## src/rtl/pwr_state_pkg.sv

```systemverilog
package pwr_state_pkg;

  typedef enum logic [2:0] {
    PS_RUN     = 3'd0,
    PS_HALT    = 3'd1,
    PS_GRANT   = 3'd2,
    PS_CLKSTOP = 3'd3,
    PS_SNOOP   = 3'd4
  } pwr_state_e;

  localparam int unsigned RECOG_W = 2;

endpackage

```

## src/rtl/pwr_deassert_guard.sv

```systemverilog
module pwr_deassert_guard #(
  parameter int unsigned MIN_DEASSERT = 5
) (
  input  logic clk_i,
  input  logic rst_ni,
  input  logic sync_clr_i,
  input  logic exit_evt_i,
  input  logic stop_req_i,
  output logic armed_o
);

  localparam int unsigned CNT_W = $clog2(MIN_DEASSERT + 1);
  localparam logic [CNT_W-1:0] LAST = CNT_W'(MIN_DEASSERT - 1);
  localparam bit ONE_SHOT = (MIN_DEASSERT <= 1);

  logic             armed_q, armed_d;
  logic [CNT_W-1:0] cnt_q, cnt_d;
  logic             cnt_en;

  always_comb begin
    armed_d = armed_q;
    cnt_d   = cnt_q;
    if (sync_clr_i) begin
      armed_d = 1'b1;
      cnt_d   = '0;
    end else if (exit_evt_i) begin
      armed_d = ONE_SHOT;
      cnt_d   = CNT_W'(1);
    end else if (!armed_q) begin
      if (stop_req_i) begin
        cnt_d = '0;
      end else if (cnt_q == LAST) begin
        armed_d = 1'b1;
        cnt_d   = '0;
      end else begin
        cnt_d = cnt_q + CNT_W'(1);
      end
    end
  end

  assign cnt_en = sync_clr_i | exit_evt_i | ~armed_q;

  always_ff @(posedge clk_i or negedge rst_ni) begin
    if (!rst_ni) begin
      armed_q <= 1'b1;
      cnt_q   <= '0;
    end else if (cnt_en) begin
      armed_q <= armed_d;
      cnt_q   <= cnt_d;
    end
  end

  assign armed_o = armed_q;

endmodule

```

## src/rtl/pwr_pll_timer.sv

```systemverilog
module pwr_pll_timer #(
  parameter int unsigned PLL_LAT = 2048
) (
  input  logic clk_i,
  input  logic rst_ni,
  input  logic run_i,
  input  logic clk_present_i,
  output logic done_o
);

  localparam int unsigned CNT_W = $clog2(PLL_LAT + 1);
  localparam logic [CNT_W-1:0] LAST = CNT_W'(PLL_LAT - 1);

  logic [CNT_W-1:0] cnt_q, cnt_d;
  logic             at_last;

  assign at_last = (cnt_q == LAST);

  always_comb begin
    if (!run_i || !clk_present_i) begin
      cnt_d = '0;
    end else if (at_last) begin
      cnt_d = cnt_q;
    end else begin
      cnt_d = cnt_q + CNT_W'(1);
    end
  end

  always_ff @(posedge clk_i or negedge rst_ni) begin
    if (!rst_ni) begin
      cnt_q <= '0;
    end else begin
      cnt_q <= cnt_d;
    end
  end

  assign done_o = run_i & clk_present_i & at_last;

endmodule

```

## src/rtl/pwr_recog_mask.sv

```systemverilog
module pwr_recog_mask
  import pwr_state_pkg::*;
(
  input  logic               clk_i,
  input  logic               rst_ni,
  input  logic               sync_clr_i,
  input  logic               exit_evt_i,
  input  pwr_state_e         state_i,
  output logic [RECOG_W-1:0] recog_o
);

  logic wake_q, wake_d;

  assign wake_d = exit_evt_i & ~sync_clr_i;

  always_ff @(posedge clk_i or negedge rst_ni) begin
    if (!rst_ni) begin
      wake_q <= 1'b0;
    end else begin
      wake_q <= wake_d;
    end
  end

  always_comb begin
    unique case (state_i)
      PS_RUN, PS_HALT:   recog_o = {~wake_q, 1'b1};
      PS_GRANT, PS_SNOOP: recog_o = 2'b01;
      default:           recog_o = 2'b00;
    endcase
  end

endmodule

```

## src/rtl/pwr_state_ctl.sv

```systemverilog
module pwr_state_ctl
  import pwr_state_pkg::*;
#(
  parameter int unsigned PLL_LAT      = 2048,
  parameter int unsigned MIN_DEASSERT = 5
) (
  input  logic       clk_i,
  input  logic       rst_ni,
  input  logic       stop_req_i,
  input  logic       halt_exec_i,
  input  logic       intr_i,
  input  logic       nmi_i,
  input  logic       smi_i,
  input  logic       hard_rst_i,
  input  logic       soft_rst_i,
  input  logic       idle_i,
  input  logic       snoop_i,
  input  logic       clk_present_i,
  output logic [2:0] state_o,
  output logic       grant_cyc_o,
  output logic       halt_cyc_o,
  output logic [1:0] recog_o
);

  pwr_state_e         state_q, state_d;
  logic               grant_q, grant_d;
  logic               halt_q, halt_d;
  logic               exit_evt;
  logic               armed;
  logic               pll_done;
  logic               grant_ok;
  logic               any_brk;
  logic [RECOG_W-1:0] recog;

  pwr_deassert_guard #(
    .MIN_DEASSERT (MIN_DEASSERT)
  ) u_guard (
    .clk_i      (clk_i),
    .rst_ni     (rst_ni),
    .sync_clr_i (hard_rst_i),
    .exit_evt_i (exit_evt),
    .stop_req_i (stop_req_i),
    .armed_o    (armed)
  );

  pwr_pll_timer #(
    .PLL_LAT (PLL_LAT)
  ) u_timer (
    .clk_i         (clk_i),
    .rst_ni        (rst_ni),
    .run_i         ((state_q == PS_CLKSTOP) && !hard_rst_i),
    .clk_present_i (clk_present_i),
    .done_o        (pll_done)
  );

  pwr_recog_mask u_mask (
    .clk_i      (clk_i),
    .rst_ni     (rst_ni),
    .sync_clr_i (hard_rst_i),
    .exit_evt_i (exit_evt),
    .state_i    (state_q),
    .recog_o    (recog)
  );

  assign grant_ok = stop_req_i & armed & idle_i;
  assign any_brk  = intr_i | nmi_i | smi_i | soft_rst_i;

  always_comb begin
    state_d  = state_q;
    grant_d  = 1'b0;
    halt_d   = 1'b0;
    exit_evt = 1'b0;
    if (hard_rst_i) begin
      state_d = PS_RUN;
    end else begin
      unique case (state_q)
        PS_RUN: begin
          if (grant_ok) begin
            state_d = PS_GRANT;
            grant_d = 1'b1;
          end else if (halt_exec_i && recog[1]) begin
            state_d = PS_HALT;
            halt_d  = 1'b1;
          end
        end
        PS_HALT: begin
          if (any_brk) begin
            state_d = PS_RUN;
          end else if (grant_ok) begin
            state_d = PS_GRANT;
            grant_d = 1'b1;
          end
        end
        PS_GRANT: begin
          if (!stop_req_i) begin
            state_d  = PS_RUN;
            exit_evt = 1'b1;
          end else if (!clk_present_i) begin
            state_d = PS_CLKSTOP;
          end else if (snoop_i) begin
            state_d = PS_SNOOP;
          end
        end
        PS_CLKSTOP: begin
          if (pll_done) state_d = PS_GRANT;
        end
        PS_SNOOP: begin
          if (!snoop_i) state_d = PS_GRANT;
        end
        default: state_d = PS_RUN;
      endcase
    end
  end

  always_ff @(posedge clk_i or negedge rst_ni) begin
    if (!rst_ni) begin
      state_q <= PS_RUN;
      grant_q <= 1'b0;
      halt_q  <= 1'b0;
    end else begin
      state_q <= state_d;
      grant_q <= grant_d;
      halt_q  <= halt_d;
    end
  end

  assign state_o     = state_q;
  assign grant_cyc_o = grant_q;
  assign halt_cyc_o  = halt_q;
  assign recog_o     = recog;

endmodule

```

## config.mk

```make
export PLATFORM = sky130hd
export DESIGN_NAME = pwr_state_ctl
export DESIGN_NICKNAME = d
export VERILOG_FILES = /design/src/rtl/pwr_state_pkg.sv /design/src/rtl/pwr_deassert_guard.sv /design/src/rtl/pwr_pll_timer.sv /design/src/rtl/pwr_recog_mask.sv /design/src/rtl/pwr_state_ctl.sv
export SDC_FILE = /design/constraint.sdc
export NUM_CORES = 1
export LEC_CHECK = 0
export ABC_AREA = 1
export BUFFER_PORTS_ARGS = -buffer_cell sky130_fd_sc_hd__buf_2
export CORE_MARGIN = 2
export CORE_UTILIZATION = 37
export CTS_CLUSTER_SIZE = 12
export DETAILED_ROUTE_END_ITERATION = 12
export PLACE_DENSITY = 0.61
export SLEW_MARGIN = 20
export SYNTH_ARGS = -nofsm -noshare
export SYNTH_HDL_FRONTEND = slang
export SYNTH_SLANG_ARGS = --single-unit
```

## constraint.sdc

```tcl
create_clock -name clk_i -period 1.62 [get_ports clk_i]
set_clock_uncertainty 0.1 [all_clocks]
set_input_delay 0.324 -clock clk_i [delete_from_list [all_inputs] [get_ports clk_i]]
set_output_delay 0.324 -clock clk_i [all_outputs]
set_load 0.005 [all_outputs]
```

# Yosys cells after proc, flatten, opt, wreduce, memory -nomap -nowiden

Cells that the tools add are included.

Add/subtract/negate cells: 2
Eq/ne operators: 13
Multiplexer cells: 35
Bitwise gates (word level): 13
Reductions and logical operators: 11

Operators with widths:

| operator              | count |
|---|---|
| $mux 3                | 15 |
| $mux 12               | 2 |
| $mux 1                | 15 |
| $pmux 3 s5            | 1 |
| $add 12x1->12 const B | 1 |
| $eq 12x11->1 const B  | 1 |
| $ne 4x4->1 const B    | 2 |
| $eq 3x2->1 const B    | 2 |
| $eq 3x3->1 const B    | 2 |
| $ne 3x3->1 const B    | 2 |
| $and 1x1->1           | 5 |
| $ne 5x5->1 const B    | 1 |
| $or 1x1->1            | 5 |
| $reduce_and 5->1      | 1 |
| $pmux 2 s2            | 1 |
| $reduce_or 2->1       | 2 |
| $add 3x1->3 const B   | 1 |
| $eq 3x1->1 const B    | 1 |
| $logic_not 1->1       | 3 |
| $logic_not 3->1       | 1 |
| $ne 3x2->1 const B    | 1 |
| $not 1->1             | 3 |
| $logic_and 1x1->1     | 2 |
| $ne 2x2->1 const B    | 1 |
| 3 further kinds       | 3 |

Bits in registers: 22
Bits of input ports: 12
Word-level logic and storage cells: 81

# Depth between registers and ports, before layout

Depth in word-level cells: 8
Gate-level depth with buffers: 9

# Hierarchy

A second synthesis with hierarchy kept.

Cells, all modules: 220
Area total of the unflattened synthesis: 1549.0 um^2

By module, submodules not included:

| module             | times used | cells each | area each (um^2) |
|---|---|---|---|
| pwr_pll_timer      | 1          | 97         | 774.5 |
| pwr_state_ctl      | 1          | 79         | 465.4 |
| pwr_deassert_guard | 1          | 33         | 241.5 |
| pwr_recog_mask     | 1          | 11         | 67.6 |

# Worst setup path after synthesis

Ideal clock, no wire load.

Kind: register to register
Start: register u_timer.cnt_q[0]
End: register state_q[1], in the netlist state_o[1]
Setup time: 0.117 ns
Data arrival time: 1.333 ns
Required time: 1.403 ns
Path slack: 0.070 ns
Cell stages (with the launch flop): 9
Path buffers: 0
Period minus slack after synthesis: 1.550 ns
Path through: dfrtp_1 > ha_1 > nand3_2 > nor2_4 > nand4_1 > nand2_1 > nand3_1 > nand2_1 > nand2_1

Longest elaborated chain between the ends: 4

Ends and longest elaborated chain:

| what                              | RTL line             | source |
|---|---|---|
| start: declaration                | pwr_pll_timer.sv:14  | `logic [CNT_W-1:0] cnt_q, cnt_d;` |
| start signal: assignment          | pwr_pll_timer.sv:33  | `cnt_q <= cnt_d;` |
| $eq 12x11->1                      | pwr_pll_timer.sv:17  | `assign at_last = (cnt_q == LAST);` |
| $and 1x1->1                       | pwr_pll_timer.sv:37  | `assign done_o = run_i & clk_present_i & at_last;` |
| $ne 3x3->1 (no source line)       | n/a                  |  |
| $reduce_and 5->1 (no source line) | n/a                  |  |
| end signal: assignment            | pwr_state_ctl.sv:121 | `state_q <= state_d;` |
| end: declaration                  | pwr_state_ctl.sv:25  | `pwr_state_e state_q, state_d;` |

No other way between the ends.
A chain may end at the register's enable or synchronous reset.

# Worst setup path in the final report

Start: register state_q[2], in the netlist state_o[2]
End: output recog_o[1]

Longest elaborated chain between the ends: 3

Ends and longest elaborated chain:

| what                               | RTL line             | source |
|---|---|---|
| $eq 3x2->1 (tied with other cells) | pwr_recog_mask.sv:25 | `unique case (state_i)` |
| $reduce_or 2->1                    | pwr_recog_mask.sv:25 |  |
| $pmux 2 s2 *                       | pwr_recog_mask.sv:25 |  |
| end: declaration                   | pwr_state_ctl.sv:22  | `output logic [1:0] recog_o` |

Every way passes the cells marked *; elsewhere a longest branch is shown, timed or not.

==> summary.md <==
| Metric | Value |
|---|---|
| H-tree depth reported by CTS | `1` |
| Fin crit share | `95.6%` |
| CP Buf/Inv Count | `3` |
| Count of antenna-violating nets left after detailed routing | `0` |
| Die Footprint | `between 4000 and 5000 um2` |
| Synthesis warning total | `0` |
| HP Start | `halt_exec_i` |
| Initial Util | `between 30 and 40%` |
| IO buf count | `18` |
| Routed via count | `1262` |
| Area Growth Syn to Fin | `26.6%` |
| CP delay by family, top | `flip-flops` |
| Clk_lat worst skew | `about 270 ps` |
| # Max-Cap Violations | `0` |
| Slowest stage cell, crit path | `dfrtp_2` |
| Crit path capture type | `primary output` |
| Power, Total | `1.44 mW` |
| Die width | `64.7 um` |
| Initial DRT Pass Iterations | `4` |
| Initial antenna violation count | `0` |
| Critical R2R Launch | `u_timer.cnt_q[1]$_DFFE_PN0N_` |
| Crit path required time | `1200 ps` |
| Fin. Hold Viols | `0` |
| Sink Count | `22` |
| Worst R2R Setup Slack | `80 ps` |
| Crit path largest cell delay | `around 430 ps` |
| CTS root buffer | `clkbuf_8` |
| R2R Path End | `state_o[0]$_DFFE_PN0P_` |
| Die Ht | `about 65 um` |
| Diode count | `0` |
| GRT Overall Usage | `between 10% and 20%` |
| Fin crit period | `1550 ps` |
| Post-DP HPWL | `2200 um` |
| Crit path DAT | `1120 ps` |
| First DRT Iteration DRCs | `66` |
| Vias/cell | `4.73` |
| Post-Route WL | `2910 um` |
| Finished Layout Cells | `roughly 270` |
| Worst-path fanout max | `3` |
| Status | `finished, final reports clean` |
| Sequential area share after synthesis | `40.5%` |
| Worst Setup Path Type | `register to primary output` |
| Mapped Avg Cell Area | `between 7 and 8 um2` |
| Yosys cell types | `28` |
| Fin Setup TNS | `0 ps` |
| Maximum VDD drop | `approximately 0.00038 V` |
| Count of final max-slew check failures | `0` |
| Least-Margin Pin Slew | `approximately 500 ps` |
| Power Dens Cells | `835 nW/um2` |
| Synth Register Bits | `22` |
| Leak Pwr | `approximately 0.83 nW` |
| Layout cells sized above 1 | `25.6%` |
| Top Ports | `19` |
| Average wire per standard cell | `around 11 um` |
| CTS Buf Count | `3` |
| DP Cell Count | `between 200 and 300` |
| R2R depth | `8` |
| Core area | `about 3600 um2` |
| Final Setup Violations | `0` |
| Clk slew on worst S/H paths | `80 ps` |
| CTS tree | `built` |
| Ranking of synthesized cells by area | `dfrtp_1, nand2_1, inv_1, nor2_1, nand3_1` |
| Slew headroom | `66.7%` |
| Max Freq | `646 MHz` |
| DRC Markers | `0` |
| Std-Cell Rows | `22` |
| Synthesized area | `1360 um2` |
| Area leader, netlist | `dfrtp_1` |
| Top-area cell type share of the netlist area | `about two fifths` |
| Cells after Synth | `185` |
| Vias in the first global route | `1145` |
| Total gr overflow | `0` |
| GPL Wtd Cong | `0.795` |
| Worst hold stages | `3` |
| Hold endpoint | `halt_cyc_o$_DFF_PN0_` |
| Pin count of the biggest net entering global routing | `23` |
| Post-Syn Nets | `200` |
| Min-delay worst type | `input port to register` |
| CP Launch Type | `register` |
| Nets@finish | `235` |
| Clock tree buffer depth | `2` |
| Worst path cell trace | `inv_2 > buf_4 > nand2_1 > nor2_1 > buf_2` |
| First-pass GRT wire length | `4950 um` |
metrics by stage:
stage	utilization [%]	hold WS [ps]	cell area [um2]	worst slack, ps
3_3_place_gp	42.9	224	1550	64.7
3_5_place_dp	42.9	226	1550	72.4
6_report	47.8	242	1730	71.4
5_1_grt	47.8	269	1730	-18.6
4_1_cts	45.4	240	1640	16.3
2_1_floorplan	-	-71.6	1360	69.9
repair_timing:
action | 4_1_cts | 5_1_grt
setup endpoints to repair | 1 | 11
gates cloned | 0 | 0
hold buffers | 1 | 0
endpoints found under the hold margin | 21 | 0
gates resized for setup | 1 | 13
buffers inserted | 1 | 6
pin swaps | 0 | 4
per-layer routing:
layer	track usage, %	vias to the layer above	share of wire, %
met5	0	-	0
met4	5.59	0	1.3
met3	2.08	5	2.0
met2	23.4	17	46
met1	21.4	568	50
li1	-	672	-
sequential cells by signal, summed over array words and instances, names as in the netlist:
register         cells
u_timer.cnt_q       12
state_o              3
halt_cyc_o           1
grant_cyc_o          1
u_guard.armed_o      1
u_guard.cnt_q        3
u_mask.wake_q        1
cell type report:
class,instances,area [um2]
flip-flops and latches,22,556
repair buffers,31,190
fillers,368,1880
clock inverters,1,30.0
inverters,29,109
multi-input cells,133,739
clock buffers,3,41.3
well taps,48,60.1
synth_stat cells (all sizes together):
master and count:
o21a 1, a211oi 1, xor2 5, o211ai 1, a21oi 12, ha 3
nand4 5, dfstp 1, nor3 7, o21ai 9, a31oi 4, clkinv 1
clkbuf 1, nand2 44, nand3b 2, inv 28, dfrtp 21, nand3 16
nor2 23
cell usage in the layout (no fill, tap or decap), drive strengths merged, types with 5 or more instances in the layout:
master	n
nand2	44
buf	30
inv	28
nor2	23
dfrtp	21
nand3	16
a21oi	12
o21ai	9
nor3	7
xor2	5
nand4	5
power by group:
part | internal [mW] | switching [mW]
Clock | 0.330 | 0.188
Sequential | 0.583 | 0.0301
Combinational | 0.124 | 0.185
worst max path at each step:
| stage | startpoint | endpoint | slack (ps) | depth (start not counted) |
|---|---|---|---|---|
| after floorplan | u_timer.cnt_q[0]$_DFFE_PN0N_ | state_o[1]$_DFFE_PN0P_ | 70 | 8 |
| after global placement | state_o[0]$_DFFE_PN0P_ | state_o[2]$_DFFE_PN0P_ | 60 | 8 |
| after detailed placement | u_timer.cnt_q[1]$_DFFE_PN0N_ | state_o[0]$_DFFE_PN0P_ | 70 | 8 |
| after CTS | state_o[0]$_DFFE_PN0P_ | recog_o[0] | 20 | 4 |
| after global routing | u_timer.cnt_q[1]$_DFFE_PN0N_ | state_o[0]$_DFFE_PN0P_ | -20 | 8 |
| final | state_o[2]$_DFFE_PN0P_ | recog_o[1] | 70 | 5 |
worst min-delay path: cells and delay by family:
family,cells,cell delay [ps]
buf+inv,1,90
simple gates,2,150
logic make-up after synthesis:
group | synth area share, %
and+or+nand+nor | 33.7
DFF | 40.5
adders and majority gates | 2.76
AOI/OAI and AO/OA | 11.5
buffers and inverters | 8.36
xor gates and xnor gates | 3.21
(Power assumes the default switching activity.)
